`src/rtl/pwr_seq_pkg.sv`:
```
package pwr_seq_pkg;

  typedef enum logic [2:0] {
    ST_RUN          = 3'd0,
    ST_IDLE         = 3'd1,
    ST_SLEEP        = 3'd2,
    ST_TO_IDLE      = 3'd3,
    ST_IDLE_TO_RUN  = 3'd4,
    ST_TO_SLEEP     = 3'd5,
    ST_SLEEP_TO_RUN = 3'd6
  } seq_state_t;

  localparam logic [1:0] LVL_RUN   = 2'b10;
  localparam logic [1:0] LVL_IDLE  = 2'b01;
  localparam logic [1:0] LVL_SLEEP = 2'b00;

endpackage

```
`src/rtl/pwr_fault_sync.sv`:
```
module pwr_fault_sync #(
  parameter int STAGES = 2
) (
  input  logic clk,
  input  logic rst,
  input  logic async_in,
  output logic sync_out
);
  logic [STAGES-1:0] sh_q;

  always_ff @(posedge clk) begin
    if (rst) sh_q <= '0;
    else     sh_q <= {sh_q[STAGES-2:0], async_in};
  end

  assign sync_out = sh_q[STAGES-1];
endmodule

```
`src/rtl/pwr_seq_timer.sv`:
```
module pwr_seq_timer #(
  parameter int CW = 8
) (
  input  logic          clk,
  input  logic          rst,
  input  logic          load,
  input  logic [CW-1:0] load_val,
  output logic          done
);
  logic [CW-1:0] cnt_q;

  always_ff @(posedge clk) begin
    if (rst)                cnt_q <= '0;
    else if (load)          cnt_q <= load_val;
    else if (cnt_q != '0)   cnt_q <= cnt_q - 1'b1;
  end

  assign done = (cnt_q == '0);

  AST_TIMER_NO_WRAP: assert property (@(posedge clk) disable iff (rst)
    (!load && cnt_q == '0) |=> (cnt_q == '0));
endmodule

```
`src/rtl/pwr_seq_outputs.sv`:
```
module pwr_seq_outputs
  import pwr_seq_pkg::*;
(
  input  logic       clk,
  input  logic       rst,
  input  seq_state_t st_n,
  output logic [1:0] pwr_level,
  output logic       busy,
  output logic       core_clk_en,
  output logic       dom_pwr_en
);
  logic is_stable;
  assign is_stable = (st_n == ST_RUN) || (st_n == ST_IDLE) || (st_n == ST_SLEEP);

  always_ff @(posedge clk) begin
    if (rst) begin
      pwr_level   <= LVL_RUN;
      busy        <= 1'b0;
      core_clk_en <= 1'b1;
      dom_pwr_en  <= 1'b1;
    end else begin
      busy        <= !is_stable;
      core_clk_en <= (st_n == ST_RUN) || (st_n == ST_IDLE_TO_RUN) ||
                     (st_n == ST_SLEEP_TO_RUN);
      dom_pwr_en  <= (st_n != ST_SLEEP);
      if (st_n == ST_RUN)        pwr_level <= LVL_RUN;
      else if (st_n == ST_IDLE)  pwr_level <= LVL_IDLE;
      else if (st_n == ST_SLEEP) pwr_level <= LVL_SLEEP;
    end
  end

  AST_PWR_OFF_ONLY_SLEEP: assert property (@(posedge clk) disable iff (rst)
    !dom_pwr_en |-> (pwr_level == LVL_SLEEP && !busy));
  AST_CLK_OFF_WHEN_LOW: assert property (@(posedge clk) disable iff (rst)
    (!busy && pwr_level != LVL_RUN) |-> !core_clk_en);
  AST_RUN_CLOCKED: assert property (@(posedge clk) disable iff (rst)
    (!busy && pwr_level == LVL_RUN) |-> (core_clk_en && dom_pwr_en));
endmodule

```
`src/rtl/pwr_mode_seq.sv`:
```
module pwr_mode_seq
  import pwr_seq_pkg::*;
#(
  parameter int T_IDLE_ENTRY  = 100,
  parameter int T_IDLE_EXIT   = 100,
  parameter int T_SLEEP_ENTRY = 900,
  parameter int T_SLEEP_EXIT  = 1600000,
  parameter int SYNC_STAGES   = 2
) (
  input  logic       clk,
  input  logic       rst,
  input  logic       req_idle,
  input  logic       req_sleep,
  input  logic       wake_irq,
  input  logic       pwr_fault_in,
  output logic [1:0] pwr_level,
  output logic       busy,
  output logic       core_clk_en,
  output logic       dom_pwr_en
);
  localparam int MAX_A = (T_IDLE_ENTRY > T_IDLE_EXIT) ? T_IDLE_ENTRY : T_IDLE_EXIT;
  localparam int MAX_B = (T_SLEEP_ENTRY > T_SLEEP_EXIT) ? T_SLEEP_ENTRY : T_SLEEP_EXIT;
  localparam int MAX_T = (MAX_A > MAX_B) ? MAX_A : MAX_B;
  localparam int CW    = $clog2(MAX_T + 1);
  localparam logic [CW-1:0] LD_IENT = CW'(T_IDLE_ENTRY - 1);
  localparam logic [CW-1:0] LD_IEX  = CW'(T_IDLE_EXIT - 1);
  localparam logic [CW-1:0] LD_SENT = CW'(T_SLEEP_ENTRY - 1);
  localparam logic [CW-1:0] LD_SEX  = CW'(T_SLEEP_EXIT - 1);

  seq_state_t    st_q, st_n;
  logic          flt_s, tmr_ld, tmr_done;
  logic [CW-1:0] tmr_val;

  pwr_fault_sync #(.STAGES(SYNC_STAGES)) u_sync (
    .clk(clk), .rst(rst), .async_in(pwr_fault_in), .sync_out(flt_s));

  pwr_seq_timer #(.CW(CW)) u_timer (
    .clk(clk), .rst(rst), .load(tmr_ld), .load_val(tmr_val), .done(tmr_done));

  always_comb begin
    st_n    = st_q;
    tmr_ld  = 1'b0;
    tmr_val = '0;
    unique case (st_q)
      ST_RUN: begin
        if (flt_s || req_sleep) begin
          st_n = ST_TO_SLEEP; tmr_ld = 1'b1; tmr_val = LD_SENT;
        end else if (req_idle) begin
          st_n = ST_TO_IDLE;  tmr_ld = 1'b1; tmr_val = LD_IENT;
        end
      end
      ST_IDLE: begin
        if (flt_s) begin
          st_n = ST_TO_SLEEP; tmr_ld = 1'b1; tmr_val = LD_SENT;
        end else if (wake_irq) begin
          st_n = ST_IDLE_TO_RUN; tmr_ld = 1'b1; tmr_val = LD_IEX;
        end else if (req_sleep) begin
          st_n = ST_TO_SLEEP; tmr_ld = 1'b1; tmr_val = LD_SENT;
        end
      end
      ST_SLEEP: begin
        if (!flt_s && wake_irq) begin
          st_n = ST_SLEEP_TO_RUN; tmr_ld = 1'b1; tmr_val = LD_SEX;
        end
      end
      ST_TO_IDLE: begin
        if (flt_s) begin
          st_n = ST_TO_SLEEP; tmr_ld = 1'b1; tmr_val = LD_SENT;
        end else if (tmr_done) st_n = ST_IDLE;
      end
      ST_IDLE_TO_RUN, ST_SLEEP_TO_RUN: begin
        if (flt_s) begin
          st_n = ST_TO_SLEEP; tmr_ld = 1'b1; tmr_val = LD_SENT;
        end else if (tmr_done) st_n = ST_RUN;
      end
      ST_TO_SLEEP: begin
        if (tmr_done) st_n = ST_SLEEP;
      end
      default: st_n = ST_RUN;
    endcase
  end

  always_ff @(posedge clk) begin
    if (rst) st_q <= ST_RUN;
    else     st_q <= st_n;
  end

  pwr_seq_outputs u_out (
    .clk(clk), .rst(rst), .st_n(st_n), .pwr_level(pwr_level), .busy(busy),
    .core_clk_en(core_clk_en), .dom_pwr_en(dom_pwr_en));

  AST_SLEEP_NEVER_IDLE: assert property (@(posedge clk) disable iff (rst)
    (st_q == ST_SLEEP) |=> (st_q == ST_SLEEP || st_q == ST_SLEEP_TO_RUN));
  AST_IDLE_ENTRY_HOLDS: assert property (@(posedge clk) disable iff (rst)
    (st_q == ST_TO_IDLE && !flt_s) |=> (st_q == ST_TO_IDLE || st_q == ST_IDLE));
  AST_FAULT_ABORTS: assert property (@(posedge clk) disable iff (rst)
    (flt_s && st_q != ST_SLEEP) |=> (st_q == ST_TO_SLEEP || st_q == ST_SLEEP));
  AST_SLEEP_ENTRY_KEPT: assert property (@(posedge clk) disable iff (rst)
    (st_q == ST_TO_SLEEP) |=> (st_q == ST_TO_SLEEP || st_q == ST_SLEEP));
  AST_FAULT_BLOCKS_WAKE: assert property (@(posedge clk) disable iff (rst)
    (st_q == ST_SLEEP && flt_s) |=> (st_q == ST_SLEEP));
endmodule

```
`config.mk`:
```
export PLATFORM = sky130hd
export DESIGN_NAME = pwr_mode_seq
export DESIGN_NICKNAME = d
export VERILOG_FILES = /design/src/rtl/pwr_seq_pkg.sv /design/src/rtl/pwr_fault_sync.sv /design/src/rtl/pwr_seq_timer.sv /design/src/rtl/pwr_seq_outputs.sv /design/src/rtl/pwr_mode_seq.sv
export SDC_FILE = /design/constraint.sdc
export NUM_CORES = 1
export LEC_CHECK = 0
export ABC_AREA = 1
export ABC_CLOCK_PERIOD_IN_PS = 1600
export BUFFER_PORTS_ARGS = -buffer_cell sky130_fd_sc_hd__buf_2
export CAP_MARGIN = 20
export CORE_AREA = 3 3 66 68
export DETAILED_ROUTE_END_ITERATION = 6
export DIE_AREA = 0 0 69 71
export MAX_ROUTING_LAYER = met4
export PLACE_DENSITY = 0.76
export SYNTH_ARGS = -nofsm -noshare
export SYNTH_HDL_FRONTEND = slang
export SYNTH_SLANG_ARGS = --single-unit
export TNS_END_PERCENT = 10
```
`constraint.sdc`:
```
create_clock -name clk -period 1.6 [get_ports clk]
set_input_delay 0.32 -clock clk [delete_from_list [all_inputs] [get_ports clk]]
set_output_delay 0.32 -clock clk [all_outputs]
set_load 0.005 [all_outputs]
```
# Word level (Yosys, flattened, before mapping)
# Index checks and enable logic that the tools add are counted.
# word_totals
reg_bits,31
latchBits,0
ram_bits,0
romBits,0
in_bits,6
out_inout_bits,5
wordCells,68
memories,0
# op_classes
add_sub_neg,1
multipliers,0
div,0
magnitude_cmp,0
n_eq_ne,11
shifts,0
n_mux,32
bitwise,0
reduce_logical,17
# op_table
op,count
21-bit case mux with 4 select lines,1
21-bit 2-to-1 mux,3
10-bit 2-to-1 mux,5
3-bit 2-to-1 mux,11
21-bit logical NOT,1
21-bit nonzero test,1
21-bit by 1-bit subtractor with 21-bit output (second input constant),1
3-bit case mux with 6 select lines,1
3-bit equality test (second input constant),5
3-bit by 2-bit equality test with 1-bit output (second input constant),3
1-bit 2-to-1 mux,7
7-bit 2-to-1 mux,1
3-bit by 1-bit equality test with 1-bit output (second input constant),2
3-bit logical NOT,2
1-bit logical OR,5
2-bit 2-to-1 mux,2
1-bit case mux with 4 select lines,1
2-bit nonzero test,2
2-bit OR reduction,2
3-bit by 2-bit != test with 1-bit output (second input constant),1
3-bit OR reduction,1
1-bit logical NOT,2
1-bit logical AND,1

# Longest topological paths before layout
# depth
depth_word,8
depth_mapped,14

# Cells and area by module
# Synthesis repeated with hierarchy kept, for this count alone.
# hier_totals
hier_cells,327
hier_area_um2,2048.2
# by_module_without_submodules
module,instances,cells_each,area_each_um2,seq_area_each_um2
pwr_seq_timer,1,224,1415.1,420.4
pwr_mode_seq,1,73,376.6,60.1
pwr_seq_outputs,1,24,201.4,100.1
pwr_fault_sync,1,6,55.1,40.0

# Worst setup path before layout
# Ideal clock, no wire load.
# synth_timing
path_type,reg-to-reg
start,reg u_timer.cnt_q[0]
end,reg u_out.pwr_level[1]
t_arrival_ps,1540
path_slack_ps,-54
path_stages_with_launch,14
n_path_buf,0
path_cell_list,dfxtp_1 -> inv_1 -> ha_1 -> nand2_2 -> nor2_4 -> nand2_2 -> nor2_4 -> nand2_4 -> o21ai_0 -> nand2_1 -> nor2_4 -> nand2_2 -> nand3_1 -> nand2_1
# synth_between
elab_chain_len,6
word_cells_on_any_way,13
cone_classes,2 x eq/ne; 7 x mux; 4 x reduce/logical
# synth_lines
item,line_no,source
start: declaration,pwr_seq_timer.sv:10,logic [CW-1:0] cnt_q;
start signal: assignment,pwr_seq_timer.sv:14,else if (load) cnt_q <= load_val;
start signal: assignment,pwr_seq_timer.sv:15,else if (cnt_q != '0) cnt_q <= cnt_q - 1'b1;
21-bit logical NOT (*),pwr_seq_timer.sv:18,assign done = (cnt_q == '0);
"3-bit 2-to-1 mux, on equally long branches","pwr_mode_seq.sv:74, pwr_mode_seq.sv:69",
"3-bit 2-to-1 mux, on equally long branches","pwr_mode_seq.sv:72, pwr_mode_seq.sv:67",
3-bit case mux with 6 select lines (*),pwr_mode_seq.sv:44,unique case (st_q)
"3-bit by 1-bit equality test with 1-bit output, or another cell as far along",pwr_seq_outputs.sv:27,else if (st_n == ST_IDLE) pwr_level <= LVL_IDLE;
"2-bit 2-to-1 mux, or another cell as far along",pwr_seq_outputs.sv:27,
end signal: assignment,pwr_seq_outputs.sv:26,if (st_n == ST_RUN) pwr_level <= LVL_RUN;
end signal: assignment,pwr_seq_outputs.sv:27,
end signal: assignment,pwr_seq_outputs.sv:28,else if (st_n == ST_SLEEP) pwr_level <= LVL_SLEEP;
end: declaration,pwr_seq_outputs.sv:7,"output logic [1:0] pwr_level,"
# Mark *: on every way between the ends. The rest lies on a longest branch, timed or not.
# A chain may end at the register's enable or synchronous reset.

# Worst setup path after layout
# layout_timing
start,reg u_timer.cnt_q[4]
end,reg u_out.pwr_level[1]
# Same word-level chain as after synthesis.

==> metrics.md <==
| Metric | Value |
|---|---|
| Critical-path maximum fanout | 5 |
| Most heavily used metal layer in global routing | met2 |
| Router iterations before antenna repair | 4 |
| Ant. Diodes | 0 |
| Power density over the cells | approximately 2500 nW/um2 |
| Detailed-route via count | ~1700 |
| Number of remaining DRC errors | 0 |
| DIE AREA | approximately 4900 um2 |
| WP data required | 1.78 ns |
| Post-synthesis async set-or-reset flop share | 0 |
| Final Max Tran Viols | 0 |
| Top cell type's share of synthesized area | 0.332 |
| Distinct cell type count after synthesis | 35 |
| Total nets after synthesis | 270 |
| Wire length of the first global-routing pass | between 7000 and 8000 um |
| Final net count | just over 300 |
| Placement-stage worst setup slack | -0.0607 ns |
| Proportion of layout cells with a drive suffix above 1 | 0.401 |
| Sinks on Clock Net | 31 |
| Startpoint of the tightest hold check path | pwr_fault_in |
| Global-route usage over all layers | 0.186 |
| Max VDD drop | 1330 uV |
| Std-Cell Core Area | between 3000 and 4000 um2 |
| Outcome | finished, violations left |
| Lkg Pwr | 1.12 nW |
| Final hold viol count | 0 |
| Post-DR wirelength/cell | approximately 12 um |
| Horizontal die dimension | between 60 and 70 um |
| Reg2Reg Setup Slack | -0.04 ns |
| Leading cell type by number of instances after synthesis | sky130_fd_sc_hd__nand2_1 |
| Upper clock frequency limit | just over 600 MHz |
| Fin util | 0.609 |
| CTS Buffer Depth | 2 |
| Kind of start point of the critical path | flip-flop |
| Post-route setup slack | -0.0367 ns |
| IO Pins | 11 |
| # fillers | 346 |
| Insertion delay of the later-clocked pin in the worst-skew pair | approximately 0.29 ns |
| Critical R2R Launch | u_timer.cnt_q[4]$_SDFFE_PP0P_ |
| Routability-driven placement congestion ratio | between 0.8 and 0.9 |
| Synthesized instance count | ~260 |
| # port buffers | 10 |
| TritonCTS clock tree | yes |
| Sequential area share after synthesis | 0.332 |
| Total number of yosys warnings | 0 |
| Max-capacitance violation count | 0 |
| Post-route minimum period | about 1.6 ns |
| Met1 Track Usage GR | 0.211 |
| Met3 demand-to-capacity share in global routing | 0.0511 |
| Setup repair after global routing missed its margin | true |
| Number of instances on the worst hold path | 3 |
| Top_reg_cell synth | sky130_fd_sc_hd__dfxtp_1 |
| Hold/Removal Path Class | input pin to flip-flop |
| Count of placed standard cells including taps | 335 |
| CTS Root Cell | sky130_fd_sc_hd__clkbuf_8 |
| Cts bufs inserted | 5 |
| Endpoint class of the critical path | flip-flop |
| Drt via density | just under 5 |
| Number of violations reported at the end of detailed-routing iteration 0 | 111 |
| Initial antenna violation count | 0 |
| Maximum clock skew at final layout | 0.00519 ns |
| Failing checks | negative setup slack |
| H-tree levels | 2 |
| Setup Crit Path Kind | flip-flop to flip-flop |
| CTS Hold Bufs | 0 |
| Chip height | 71 um |
| Final cycle utilization of the critical path | 1.02 |
| EDFF count, synth | 0 |
| Cell types with the largest area share after synthesis | sky130_fd_sc_hd__dfxtp_1 33%, sky130_fd_sc_hd__nand2_1 8.8%, sky130_fd_sc_hd__nor2_1 6.8% |
| Min-Delay Endpoint | u_sync.sh_q[0]$_SDFF_PP0_ |
| Non-filler cells, final | between 300 and 400 |
| Clock transition at path regs | roughly 0.070 ns |
| Post-route ant nets | 0 |
| Layout Area Growth over Synthesis | 27.7% |
| Signal arrival time at the worst endpoint | 1.81 ns |
| Yosys top cell by area | sky130_fd_sc_hd__dfxtp_1 |
| Number of rows in the core area | 23 |
| Global route total overflow | 0 |
| Syn Area/Cell | between 7 and 8 um2 |
| Initial standard-cell utilization of the core | 0.477 |
| Met2 Resource Use GR | 0.313 |
| Detailed Place HPWL | about 3000 um |
| Worst slew margin relative to its limit | 0.829 |
| Vias in the first global route | between 1500 and 2000 |
| Crit path launch | u_timer.cnt_q[4]$_SDFFE_PP0P_ |
| Final setup vio count | 2 |
| Hold slack | roughly 0.23 ns |
| Largest net degree at the start of global routing | 12 |
| Synth cell count leaders | 44 x sky130_fd_sc_hd__nand2_1, 34 x sky130_fd_sc_hd__nor2_1, 32 x sky130_fd_sc_hd__inv_1 |
| Mapped cell area | 1870 um2 |
| Reg2reg path depth | 12 |
| End of the worst register-to-register path | u_out.pwr_level[1]$_SDFFE_PP1P_ |
| Final wirelength | about 4200 um |
| Tightest Pin Transition | 0.256 ns |
| Number of flip-flops and latches in the synthesized netlist | 31 |
| Sum of internal, switching and leakage power | roughly 6 mW |
## flip-flops by register name, summed over array words and instances, names as in the netlist
signal / cells
u_out.dom_pwr_en: 1
u_out.busy: 1
st_q: 3
u_out.core_clk_en: 1
u_timer.cnt_q: 21
u_sync.sh_q: 2
u_out.pwr_level: 2
## per-stage QoR
step / TNS [ns] / area [um2]
after floorplan: -0.0143 / 1900
final: -0.0504 / 2380
after global placement: 0 / 2140
after global routing: -1.36 / 2380
after detailed placement: -0.238 / 2140
after CTS: -0.0323 / 2290
## critical path, stage by stage (launching register included)
cell and delay (ns):
sky130_fd_sc_hd__dfxtp_1 0.34, sky130_fd_sc_hd__inv_2 0.09, sky130_fd_sc_hd__nand2_1 0.09, sky130_fd_sc_hd__nor2_2 0.15
sky130_fd_sc_hd__nand2_2 0.10, sky130_fd_sc_hd__nor2_4 0.15, sky130_fd_sc_hd__nand2_4 0.09, sky130_fd_sc_hd__nand2_2 0.09
sky130_fd_sc_hd__nand3_4 0.08, sky130_fd_sc_hd__nor2_4 0.15, sky130_fd_sc_hd__nand2_2 0.07, sky130_fd_sc_hd__nand3_1 0.07
sky130_fd_sc_hd__nand2_1 0.06
## power breakdown
group          total, mW  leakage [nW]  internal [mW]  switching [mW]
Clock              0.630        0.0470          0.337           0.293
Combinational       4.03         0.818           1.78            2.25
Sequential          1.27         0.256           1.04           0.232
## layout make-up
class                   instances  area [um2]  area share
multi-input cells             186        1160       0.485
flip-flops and latches         31         624       0.262
repair buffers                 37         290       0.122
inverters                      43         164      0.0687
clock buffers                   6        82.6      0.0346
well taps                      50        62.6      0.0262
clock inverters                 1        5.00     0.00210
## placed cells by master, fill, tap and decap left out, types with 4 or more instances in the layout
cell                       instances
sky130_fd_sc_hd__nand2_1          40
sky130_fd_sc_hd__inv_1            29
sky130_fd_sc_hd__nor2_1           28
sky130_fd_sc_hd__dfxtp_1          28
sky130_fd_sc_hd__buf_4            24
sky130_fd_sc_hd__nand2_2          15
sky130_fd_sc_hd__inv_2            13
sky130_fd_sc_hd__nor2_2           13
sky130_fd_sc_hd__a21oi_1          12
sky130_fd_sc_hd__nor2_4           10
sky130_fd_sc_hd__xor2_1           10
sky130_fd_sc_hd__buf_2            10
sky130_fd_sc_hd__nand3_1           9
sky130_fd_sc_hd__clkbuf_8          6
sky130_fd_sc_hd__o21ai_0           5
sky130_fd_sc_hd__nand4_1           5
sky130_fd_sc_hd__o21ai_1           5
sky130_fd_sc_hd__nand2_4           4
sky130_fd_sc_hd__nand3_2           4
sky130_fd_sc_hd__a21oi_2           4
## kinds of logic (layout without fill, tap and decap cells)
group / Yosys count / count (layout) / synth area share
compound gates: 31 / 31 / 0.0931
xor+xnor: 13 / 13 / 0.0610
fa+ha+maj: 1 / 1 / 0.00670
buf+inv: 46 / 87 / 0.0998
flops: 31 / 31 / 0.332
simple gates: 141 / 141 / 0.407
## per-layer routing
layer,wire [um],share of wire,up-vias
li1,-,-,903
met2,2120,0.50,32
met1,1800,0.43,789
met5,0,0,-
met3,203,0.048,9
met4,74,0.018,0
## how the worst max path moves through the flow
| stage | end | slack, ns | cells after the start |
|---|---|---|---|
| floorplan | u_out.pwr_level[0]$_SDFFE_PP0P_ | -0.009 | 13 |
| global placement | u_out.pwr_level[1]$_SDFFE_PP1P_ | 0.0004 | 11 |
| detailed placement | u_out.pwr_level[1]$_SDFFE_PP1P_ | -0.06 | 13 |
| CTS | u_out.pwr_level[1]$_SDFFE_PP1P_ | -0.02 | 13 |
| global route | u_out.pwr_level[1]$_SDFFE_PP1P_ | -0.14 | 13 |
| finish | u_out.pwr_level[1]$_SDFFE_PP1P_ | -0.04 | 12 |
## timing repair
| item | CTS | global route |
|---|---|---|
| pin swaps | 9 | 10 |
| endpoints found under the setup margin | 14 | 27 |
| gates resized for setup | 6 | 18 |
| setup buffers | 6 | 6 |
Power figures use the tool's default switching activity.
